[src/rtl/aud_tx_pkg.sv]
package aud_tx_pkg;

    // Sequencer states: stopped, left half, right half.
    typedef enum logic [1:0] {
        ST_IDLE  = 2'd0,
        ST_LEFT  = 2'd1,
        ST_RIGHT = 2'd2
    } tx_state_e;

    // Resting level of the frame clock for a given framing style.
    function automatic logic fclk_rest(input logic fsync, input logic pol);
        return fsync ? pol : ~pol;
    endfunction

endpackage

[src/rtl/aud_tx_bclk.sv]
module aud_tx_bclk (
    input  logic clk,
    input  logic rst_n,
    input  logic bit_tick,
    output logic bclk,
    output logic fall
);

    logic bclk_q;

    always_ff @(posedge clk) begin
        if (!rst_n)        bclk_q <= 1'b0;
        else if (bit_tick) bclk_q <= ~bclk_q;
    end

    assign bclk = bclk_q;
    assign fall = bit_tick & bclk_q;

    a_r2_bclk_toggle: assert property (@(posedge clk) disable iff (!rst_n)
        bit_tick |=> (bclk_q != $past(bclk_q)));

endmodule

[src/rtl/aud_tx_seq.sv]
module aud_tx_seq
    import aud_tx_pkg::*;
#(
    parameter int CNT_W = 8,
    parameter int OFF_W = 4,
    localparam int POS_W = CNT_W + 1
) (
    input  logic             clk,
    input  logic             rst_n,
    input  logic             fall,
    input  logic             tx_en,
    input  logic [CNT_W-1:0] cfg_bitcnt,
    input  logic             cfg_nonsym,
    input  logic [OFF_W-1:0] cfg_offset,
    input  logic             cfg_fsync,
    input  logic             cfg_pol,
    output tx_state_e        state_q,
    output tx_state_e        nxt_state,
    output logic [POS_W-1:0] nxt_pos,
    output logic             start,
    output logic [OFF_W-1:0] eff_offset,
    output logic             eff_fsync,
    output logic             eff_pol
);

    logic [POS_W-1:0] pos_q;
    logic [CNT_W-1:0] sh_bitcnt;
    logic             sh_nonsym;
    logic [OFF_W-1:0] sh_offset;
    logic             sh_fsync;
    logic             sh_pol;
    logic [POS_W-1:0] lim;
    logic             last;

    // Last position of the current half, using the frame's own settings.
    assign lim  = {1'b0, sh_bitcnt} + POS_W'(state_q == ST_RIGHT && sh_nonsym);
    assign last = (pos_q == lim);

    always_comb begin
        nxt_state = state_q;
        nxt_pos   = pos_q;
        start     = 1'b0;
        if (fall) begin
            unique case (state_q)
                ST_IDLE: begin
                    if (tx_en) begin            // GO
                        nxt_state = ST_LEFT;
                        nxt_pos   = '0;
                        start     = 1'b1;
                    end
                end
                ST_LEFT: begin
                    if (last) begin             // SWAP
                        nxt_state = ST_RIGHT;
                        nxt_pos   = '0;
                    end else begin
                        nxt_pos = pos_q + 1'b1;
                    end
                end
                ST_RIGHT: begin
                    if (last) begin
                        nxt_pos = '0;
                        if (tx_en) begin        // NEXT
                            nxt_state = ST_LEFT;
                            start     = 1'b1;
                        end else begin          // STOP
                            nxt_state = ST_IDLE;
                        end
                    end else begin
                        nxt_pos = pos_q + 1'b1;
                    end
                end
                default: begin
                    nxt_state = ST_IDLE;
                    nxt_pos   = '0;
                end
            endcase
        end
    end

    always_ff @(posedge clk) begin
        if (!rst_n) begin
            state_q <= ST_IDLE;
            pos_q   <= '0;
        end else begin
            state_q <= nxt_state;
            pos_q   <= nxt_pos;
        end
    end

    always_ff @(posedge clk) begin
        if (!rst_n) begin
            sh_bitcnt <= '0;
            sh_nonsym <= 1'b0;
            sh_offset <= '0;
            sh_fsync  <= 1'b0;
            sh_pol    <= 1'b0;
        end else if (start) begin
            sh_bitcnt <= cfg_bitcnt;
            sh_nonsym <= cfg_nonsym;
            sh_offset <= cfg_offset;
            sh_fsync  <= cfg_fsync;
            sh_pol    <= cfg_pol;
        end
    end

    // Settings in force for the bit being produced at this edge.
    assign eff_offset = start ? cfg_offset : sh_offset;
    assign eff_fsync  = start ? cfg_fsync  : sh_fsync;
    assign eff_pol    = start ? cfg_pol    : sh_pol;

    a_r3_pos_in_half: assert property (@(posedge clk) disable iff (!rst_n)
        (state_q != ST_IDLE) |-> (pos_q <= {1'b0, sh_bitcnt} + POS_W'(1)));

    a_r10_cfg_held: assert property (@(posedge clk) disable iff (!rst_n)
        !start |=> ($stable(sh_bitcnt) && $stable(sh_offset) && $stable(sh_pol)));

    a_r9_stop_at_end: assert property (@(posedge clk) disable iff (!rst_n)
        (state_q == ST_IDLE && $past(state_q) == ST_RIGHT) |-> ($past(last) && !$past(tx_en)));

endmodule

[src/rtl/aud_tx_dpath.sv]
module aud_tx_dpath
    import aud_tx_pkg::*;
#(
    parameter int SMP_W = 16,
    parameter int CNT_W = 8,
    parameter int OFF_W = 4,
    localparam int POS_W = CNT_W + 1,
    localparam int IDX_W = $clog2(SMP_W)
) (
    input  logic               clk,
    input  logic               rst_n,
    input  logic               fall,
    input  logic               start,
    input  tx_state_e          nxt_state,
    input  logic [POS_W-1:0]   nxt_pos,
    input  logic [OFF_W-1:0]   eff_offset,
    input  logic               eff_fsync,
    input  logic               eff_pol,
    input  logic               cfg_fsync,
    input  logic               cfg_pol,
    input  logic               s_valid,
    input  logic [2*SMP_W-1:0] s_data,
    input  logic               urun_clr,
    output logic               s_ready,
    output logic               fclk,
    output logic               sdata,
    output logic               urun
);

    logic [2*SMP_W-1:0] word_q;
    logic [2*SMP_W-1:0] word_e;
    logic [SMP_W-1:0]   half_w;
    logic [POS_W-1:0]   rel;
    logic               in_rng;
    logic [IDX_W-1:0]   bidx;
    logic               sd_d;
    logic               fc_d;
    logic               fclk_q;
    logic               sd_q;
    logic               uflag_q;

    assign s_ready = start;
    assign word_e  = start ? (s_valid ? s_data : '0) : word_q;
    assign half_w  = (nxt_state == ST_RIGHT) ? word_e[SMP_W-1:0] : word_e[2*SMP_W-1:SMP_W];

    // Bit selection by position relative to the data offset.
    assign rel    = nxt_pos - POS_W'(eff_offset);
    assign in_rng = (nxt_pos >= POS_W'(eff_offset)) && (rel < POS_W'(SMP_W));
    assign bidx   = IDX_W'(SMP_W - 1) - rel[IDX_W-1:0];
    assign sd_d   = (nxt_state != ST_IDLE) && in_rng && half_w[bidx];

    // Frame-clock level for the next bit.
    always_comb begin
        unique case (nxt_state)
            ST_IDLE:  fc_d = fclk_rest(cfg_fsync, cfg_pol);
            ST_LEFT:  fc_d = eff_fsync ? ((nxt_pos == '0) ? ~eff_pol : eff_pol) : eff_pol;
            ST_RIGHT: fc_d = eff_fsync ? eff_pol : ~eff_pol;
            default:  fc_d = fclk_rest(cfg_fsync, cfg_pol);
        endcase
    end

    always_ff @(posedge clk) begin
        if (!rst_n) begin
            word_q <= '0;
            fclk_q <= fclk_rest(cfg_fsync, cfg_pol);
            sd_q   <= 1'b0;
        end else if (fall) begin
            word_q <= word_e;
            fclk_q <= fc_d;
            sd_q   <= sd_d;
        end
    end

    always_ff @(posedge clk) begin
        if (!rst_n)                  uflag_q <= 1'b0;
        else if (start && !s_valid)  uflag_q <= 1'b1;
        else if (urun_clr)           uflag_q <= 1'b0;
    end

    assign fclk  = fclk_q;
    assign sdata = sd_q;
    assign urun  = uflag_q;

    a_r2_fclk_on_fall: assert property (@(posedge clk) disable iff (!rst_n)
        !fall |=> $stable(fclk_q));

    a_r2_sdata_on_fall: assert property (@(posedge clk) disable iff (!rst_n)
        !fall |=> $stable(sd_q));

    a_r7_ready_on_fall: assert property (@(posedge clk) disable iff (!rst_n)
        s_ready |-> fall);

    a_r8_urun_set: assert property (@(posedge clk) disable iff (!rst_n)
        (s_ready && !s_valid) |=> uflag_q);

    a_r8_urun_sticky: assert property (@(posedge clk) disable iff (!rst_n)
        (uflag_q && !urun_clr) |=> uflag_q);

endmodule

[src/rtl/aud_ser_tx.sv]
module aud_ser_tx
    import aud_tx_pkg::*;
#(
    parameter int SMP_W = 16,
    parameter int CNT_W = 8,
    parameter int OFF_W = 4,
    localparam int POS_W = CNT_W + 1
) (
    input  logic               clk,
    input  logic               rst_n,
    input  logic               bit_tick,
    input  logic [CNT_W-1:0]   cfg_bitcnt,
    input  logic               cfg_nonsym,
    input  logic [OFF_W-1:0]   cfg_offset,
    input  logic               cfg_fsync,
    input  logic               cfg_pol,
    input  logic               tx_en,
    input  logic               s_valid,
    output logic               s_ready,
    input  logic [2*SMP_W-1:0] s_data,
    input  logic               urun_clr,
    output logic               bclk,
    output logic               fclk,
    output logic               sdata,
    output logic               urun
);

    logic             fall;
    tx_state_e        state_q;
    tx_state_e        nxt_state;
    logic [POS_W-1:0] nxt_pos;
    logic             start;
    logic [OFF_W-1:0] eff_offset;
    logic             eff_fsync;
    logic             eff_pol;

    aud_tx_bclk u_bclk (
        .clk      (clk),
        .rst_n    (rst_n),
        .bit_tick (bit_tick),
        .bclk     (bclk),
        .fall     (fall)
    );

    aud_tx_seq #(.CNT_W(CNT_W), .OFF_W(OFF_W)) u_seq (
        .clk        (clk),
        .rst_n      (rst_n),
        .fall       (fall),
        .tx_en      (tx_en),
        .cfg_bitcnt (cfg_bitcnt),
        .cfg_nonsym (cfg_nonsym),
        .cfg_offset (cfg_offset),
        .cfg_fsync  (cfg_fsync),
        .cfg_pol    (cfg_pol),
        .state_q    (state_q),
        .nxt_state  (nxt_state),
        .nxt_pos    (nxt_pos),
        .start      (start),
        .eff_offset (eff_offset),
        .eff_fsync  (eff_fsync),
        .eff_pol    (eff_pol)
    );

    aud_tx_dpath #(.SMP_W(SMP_W), .CNT_W(CNT_W), .OFF_W(OFF_W)) u_dpath (
        .clk        (clk),
        .rst_n      (rst_n),
        .fall       (fall),
        .start      (start),
        .nxt_state  (nxt_state),
        .nxt_pos    (nxt_pos),
        .eff_offset (eff_offset),
        .eff_fsync  (eff_fsync),
        .eff_pol    (eff_pol),
        .cfg_fsync  (cfg_fsync),
        .cfg_pol    (cfg_pol),
        .s_valid    (s_valid),
        .s_data     (s_data),
        .urun_clr   (urun_clr),
        .s_ready    (s_ready),
        .fclk       (fclk),
        .sdata      (sdata),
        .urun       (urun)
    );

    a_r9_idle_quiet: assert property (@(posedge clk) disable iff (!rst_n)
        (state_q == ST_IDLE) |-> !sdata);

endmodule

[config.mk]
export PLATFORM = sky130hd
export DESIGN_NAME = aud_ser_tx
export DESIGN_NICKNAME = d
export VERILOG_FILES = /design/src/rtl/aud_tx_pkg.sv /design/src/rtl/aud_tx_bclk.sv /design/src/rtl/aud_tx_seq.sv /design/src/rtl/aud_tx_dpath.sv /design/src/rtl/aud_ser_tx.sv
export SDC_FILE = /design/constraint.sdc
export NUM_CORES = 1
export LEC_CHECK = 0
export BUFFER_PORTS_ARGS = -buffer_cell sky130_fd_sc_hd__buf_2
export CAP_MARGIN = 10
export CELL_PAD_IN_SITES_DETAIL_PLACEMENT = 0
export CELL_PAD_IN_SITES_GLOBAL_PLACEMENT = 1
export CORE_MARGIN = 5
export CORE_UTILIZATION = 28
export CTS_CLUSTER_SIZE = 14
export DETAILED_ROUTE_END_ITERATION = 7
export PLACE_DENSITY_LB_ADDON = 0.1
export SYNTH_ARGS = -nofsm -noshare
export SYNTH_HDL_FRONTEND = slang
export SYNTH_SLANG_ARGS = --single-unit
[constraint.sdc]
create_clock -name clk -period 16.1 [get_ports clk]
set_clock_uncertainty 0.05 [all_clocks]
set_input_delay 0.805 -clock clk [delete_from_list [all_inputs] [get_ports clk]]
set_output_delay 0.805 -clock clk [all_outputs]
set_load 0.01 [all_outputs]
==> reports/results.tsv <==
stage	metric	value	unit
detailed_routing	drc_errors	0	
detailed_routing	antenna_left	0	
detailed_routing	dr.pass1.iters	5	
floorplan	core-area	14400	sq um
worst_setup_path	end_kind	flop	
clocking	post_cts_buffers	0	
power	powerDensity	88.2	nW/um^2
finish	drive_gt1_share	18.4	%
finish	multi_input_area	2620	sq um
detailed_routing	vias	3685	
timing	finalCritPeriodShare	37.4	%
detailed_routing	dr.first_iter.drc_count	171	
global_routing	track_usage	14.8	%
clocking	cts.root.buffer_cell	clkbuf_16	
worst_setup_path	crit_type	flop to flop	
clocking	cts_made_buffers	9	
placed_design	globalplace.congestion	0.773	
floorplan	die_w	130	microns
detailed_routing	drt-vias-per-instance	5.03	
floorplan	ios	58	
timing	layout_setup_ws	10.08	ns
clocking	clk_pin_slew	0.05	ns
placed_design	dp.final_hpwl	8.49	mm
timing	hold_viol_final	0	
global_routing	grt_pass1_vias	3670	
global_routing	grt_pass1_wl	19.6	mm
finish	num_antenna_cells	0	
timing	worst_pin_slew	0.796	ns
global_routing	grt_max_degree	67	
timing	period_needed	6.02	ns
logic_synthesis	synthCells	503	
finish	final_common_cell	nand2_1	
power	p_leak	0.00184	uW
logic_synthesis	avgSynthCellArea	8.07	sq um
worst_setup_path	critical_path.max_fanout	8	
placed_design	dp_worst_setup_slack	10.13	ns
detailed_routing	wirelength	12.1	mm
worst_setup_path	crit_slowest_cell	or4_4	
logic_synthesis	ys_warn_count	0	
clocking	cts_sinks	62	
timing	setup_viol	0	
logic_synthesis	syn_nets	571	
worst_setup_path	critPathLaunchType	flop	
finish	syn2layout_area_growth	18.1	%
logic_synthesis	ys_ff_latch	62	
clocking	cts_htree_levels	3	
finish	nNetsFinal	612	
timing	final_max_slew_viol_count	0	
logic_synthesis	ys.flop_type	dfxtp_1	
floorplan	rows	44	
logic_synthesis	synth.distinct_cells	63	
worst_setup_path	crit_buf_inv	2	
finish	seq_area	1250	sq um
floorplan	start_util	28.2	%
detailed_routing	wire_per_inst	16.5	microns
clocking	ctsHoldBuffers	0	
timing	finalSetupTns	0	ns
finish	final_cells	733	
job	drv_cap	0	
global_routing	grt-ovfl-total	0	
worst_setup_path	path_delay_family	compound AO/OA/AOI/OAI gates	
min_path	min_path_type	flop to flop	
worst_setup_path	worstPathArrival	6.24	ns
power	ir_worst_vdd	0.0631	mV
timing	max_clock_freq	166	MHz
logic_synthesis	synth_edf_count	1	
clocking	ctsResizeCount	0	
finish	layout_common_cells	nand2_1, dfxtp_1, buf_2	
finish	fill_cells	1551	
clocking	cts_tree	built	
global_routing	antenna_found_initial	0	
placed_design	io_buffer_count	57	
outcome	status	complete, no violations	
logic_synthesis	ys_seq_area_share	30.8	%
logic_synthesis	ys_async_sr_fraction	0	%
worst_setup_path	path_cells	inv_1, ha_1, and2_1, ha_1, ha_1, nand2b_1, o21ai_0, a211oi_1, or4_4, o31ai_2, nor2_1, a22oi_1, inv_1, ha_1, a21o_1, a21o_1, xor2_1, nand2_1, o32ai_2, a211oi_1, or4_1, a31oi_1	
worst_setup_path	cp_slowest_stage_delay	0.60	ns
worst_setup_path	cp.required	16.31	ns
timing	rsz0062_at_grt	false	
floorplan	die_area	17000	sq um
clocking	clk_latency	0.33	ns
logic_synthesis	syn_area	4060	sq um
placed_design	dp_cells	717	
floorplan	die_h	130	microns
timing	slew_headroom	46.9	%
worst_setup_path	worst_path_most_repeated_cell	ha_1	
clocking	cts_buffer_depth	2	
## state kept, by name (all words and copies together) (netlist names)
signal / count
u_seq.sh_fsync: 1
u_seq.sh_nonsym: 1
u_dpath.word_q: 32
u_seq.sh_offset: 4
u_seq.sh_pol: 1
u_seq.state_q: 2
u_dpath.urun: 1
u_dpath.sdata: 1
u_seq.pos_q: 9
u_bclk.bclk: 1
u_dpath.fclk: 1
u_seq.sh_bitcnt: 8
## stage by stage
| step | hold slack (ns) | total power [uW] | area, sq um | utilization, % |
|---|---|---|---|---|
| global placement | 0.401 | 216 | 4480 | 31.2 |
| finish | 0.410 | 423 | 4790 | 33.4 |
| global route | 0.432 | 443 | 4790 | 33.4 |
| floorplan | 0.386 | 197 | 4060 | - |
| detailed placement | 0.407 | 216 | 4480 | 31.2 |
| CTS | 0.412 | 432 | 4790 | 33.4 |
## synth_stat cells, drive strengths merged (2+ instances only)
cell type | number | area (sq um)
and3 | 5 | 31.3
nand4 | 2 | 12.5
inv | 15 | 56.3
a21oi | 19 | 95.1
buf | 5 | 28.8
or4 | 2 | 18.8
nor2b | 24 | 150
o311ai | 3 | 33.8
o21ai | 21 | 105
nand2b | 4 | 25.0
and2 | 13 | 81.3
o31ai | 6 | 50.1
mux2 | 13 | 146
nand2 | 79 | 297
o211a | 2 | 20.0
nor2 | 15 | 56.3
nor3 | 8 | 40.0
a21boi | 34 | 255
dfxtp | 61 | 1220
o22ai | 3 | 18.8
o211ai | 4 | 43.8
a211oi | 6 | 50.1
or3 | 4 | 25.0
mux4 | 2 | 45.0
mux2i | 17 | 170
a21o | 3 | 22.5
xor2 | 8 | 70.1
nand3 | 39 | 195
and3b | 2 | 17.5
clkbuf | 26 | 97.6
xnor2 | 8 | 70.1
a31oi | 8 | 56.3
nor3b | 2 | 15.0
o31a | 2 | 17.5
ha | 14 | 175
nor4 | 7 | 58.8
a22oi | 2 | 15.0
## power by group
| group | internal (uW) | switching [uW] | leakage (uW) |
|---|---|---|---|
| clock | 139 | 72.2 | 0.000157 |
| combinational | 22.3 | 30.0 | 0.00118 |
| sequential | 157 | 2.12 | 0.000503 |
| total | 319 | 104 | 0.00184 |
## layout make-up
cell class                 instances  area share (%)
tap                              184            4.80
clock inverter                     4            1.46
sequential                        62            26.1
timing repair buffer              61            6.58
clock buffer                      12            5.14
inverter                          16            1.28
multi-input combinational        394            54.6
## worst min-delay path, stage by stage, from the launching register on
cell	delay, ns
dfxtp_1	0.30
nand2_1	0.05
a21boi_0	0.06
## path summary, 6_finish.rpt
check	from	depth (start not counted)	to	slack (ns)
min reg2reg	u_dpath.word_q[30]	2	u_dpath.word_q[30]	0.41
max	u_seq.state_q[0]	22	u_dpath.sdata	10.08
min	u_dpath.word_q[30]	2	u_dpath.word_q[30]	0.41
max reg2reg	u_seq.state_q[0]	22	u_dpath.sdata	10.08
## cell families (layout without fill, tap and decap cells)
| kind of cell | count (synthesis) | after routing | share of synthesized area, % |
|---|---|---|---|
| and+or+nand+nor | 207 | 207 | 25.4 |
| xor gates and xnor gates | 16 | 16 | 3.45 |
| buffers and inverters | 47 | 93 | 4.62 |
| adders and majority gates | 15 | 15 | 4.81 |
| muxes | 32 | 32 | 8.91 |
| DFF | 62 | 62 | 30.8 |
| AOI/OAI and AO/OA | 124 | 124 | 21.9 |
## layer usage
layer | vias up | track usage (%) | share of wire (%)
met5 | - | 0 | 0
met4 | 0 | 4.23 | 1.4
met1 | 1738 | 19.3 | 47
met2 | 62 | 24.4 | 47
met3 | 10 | 3.58 | 4.1
li1 | 1875 | - | -
Note: power is estimated with default switching activity, not from simulation.
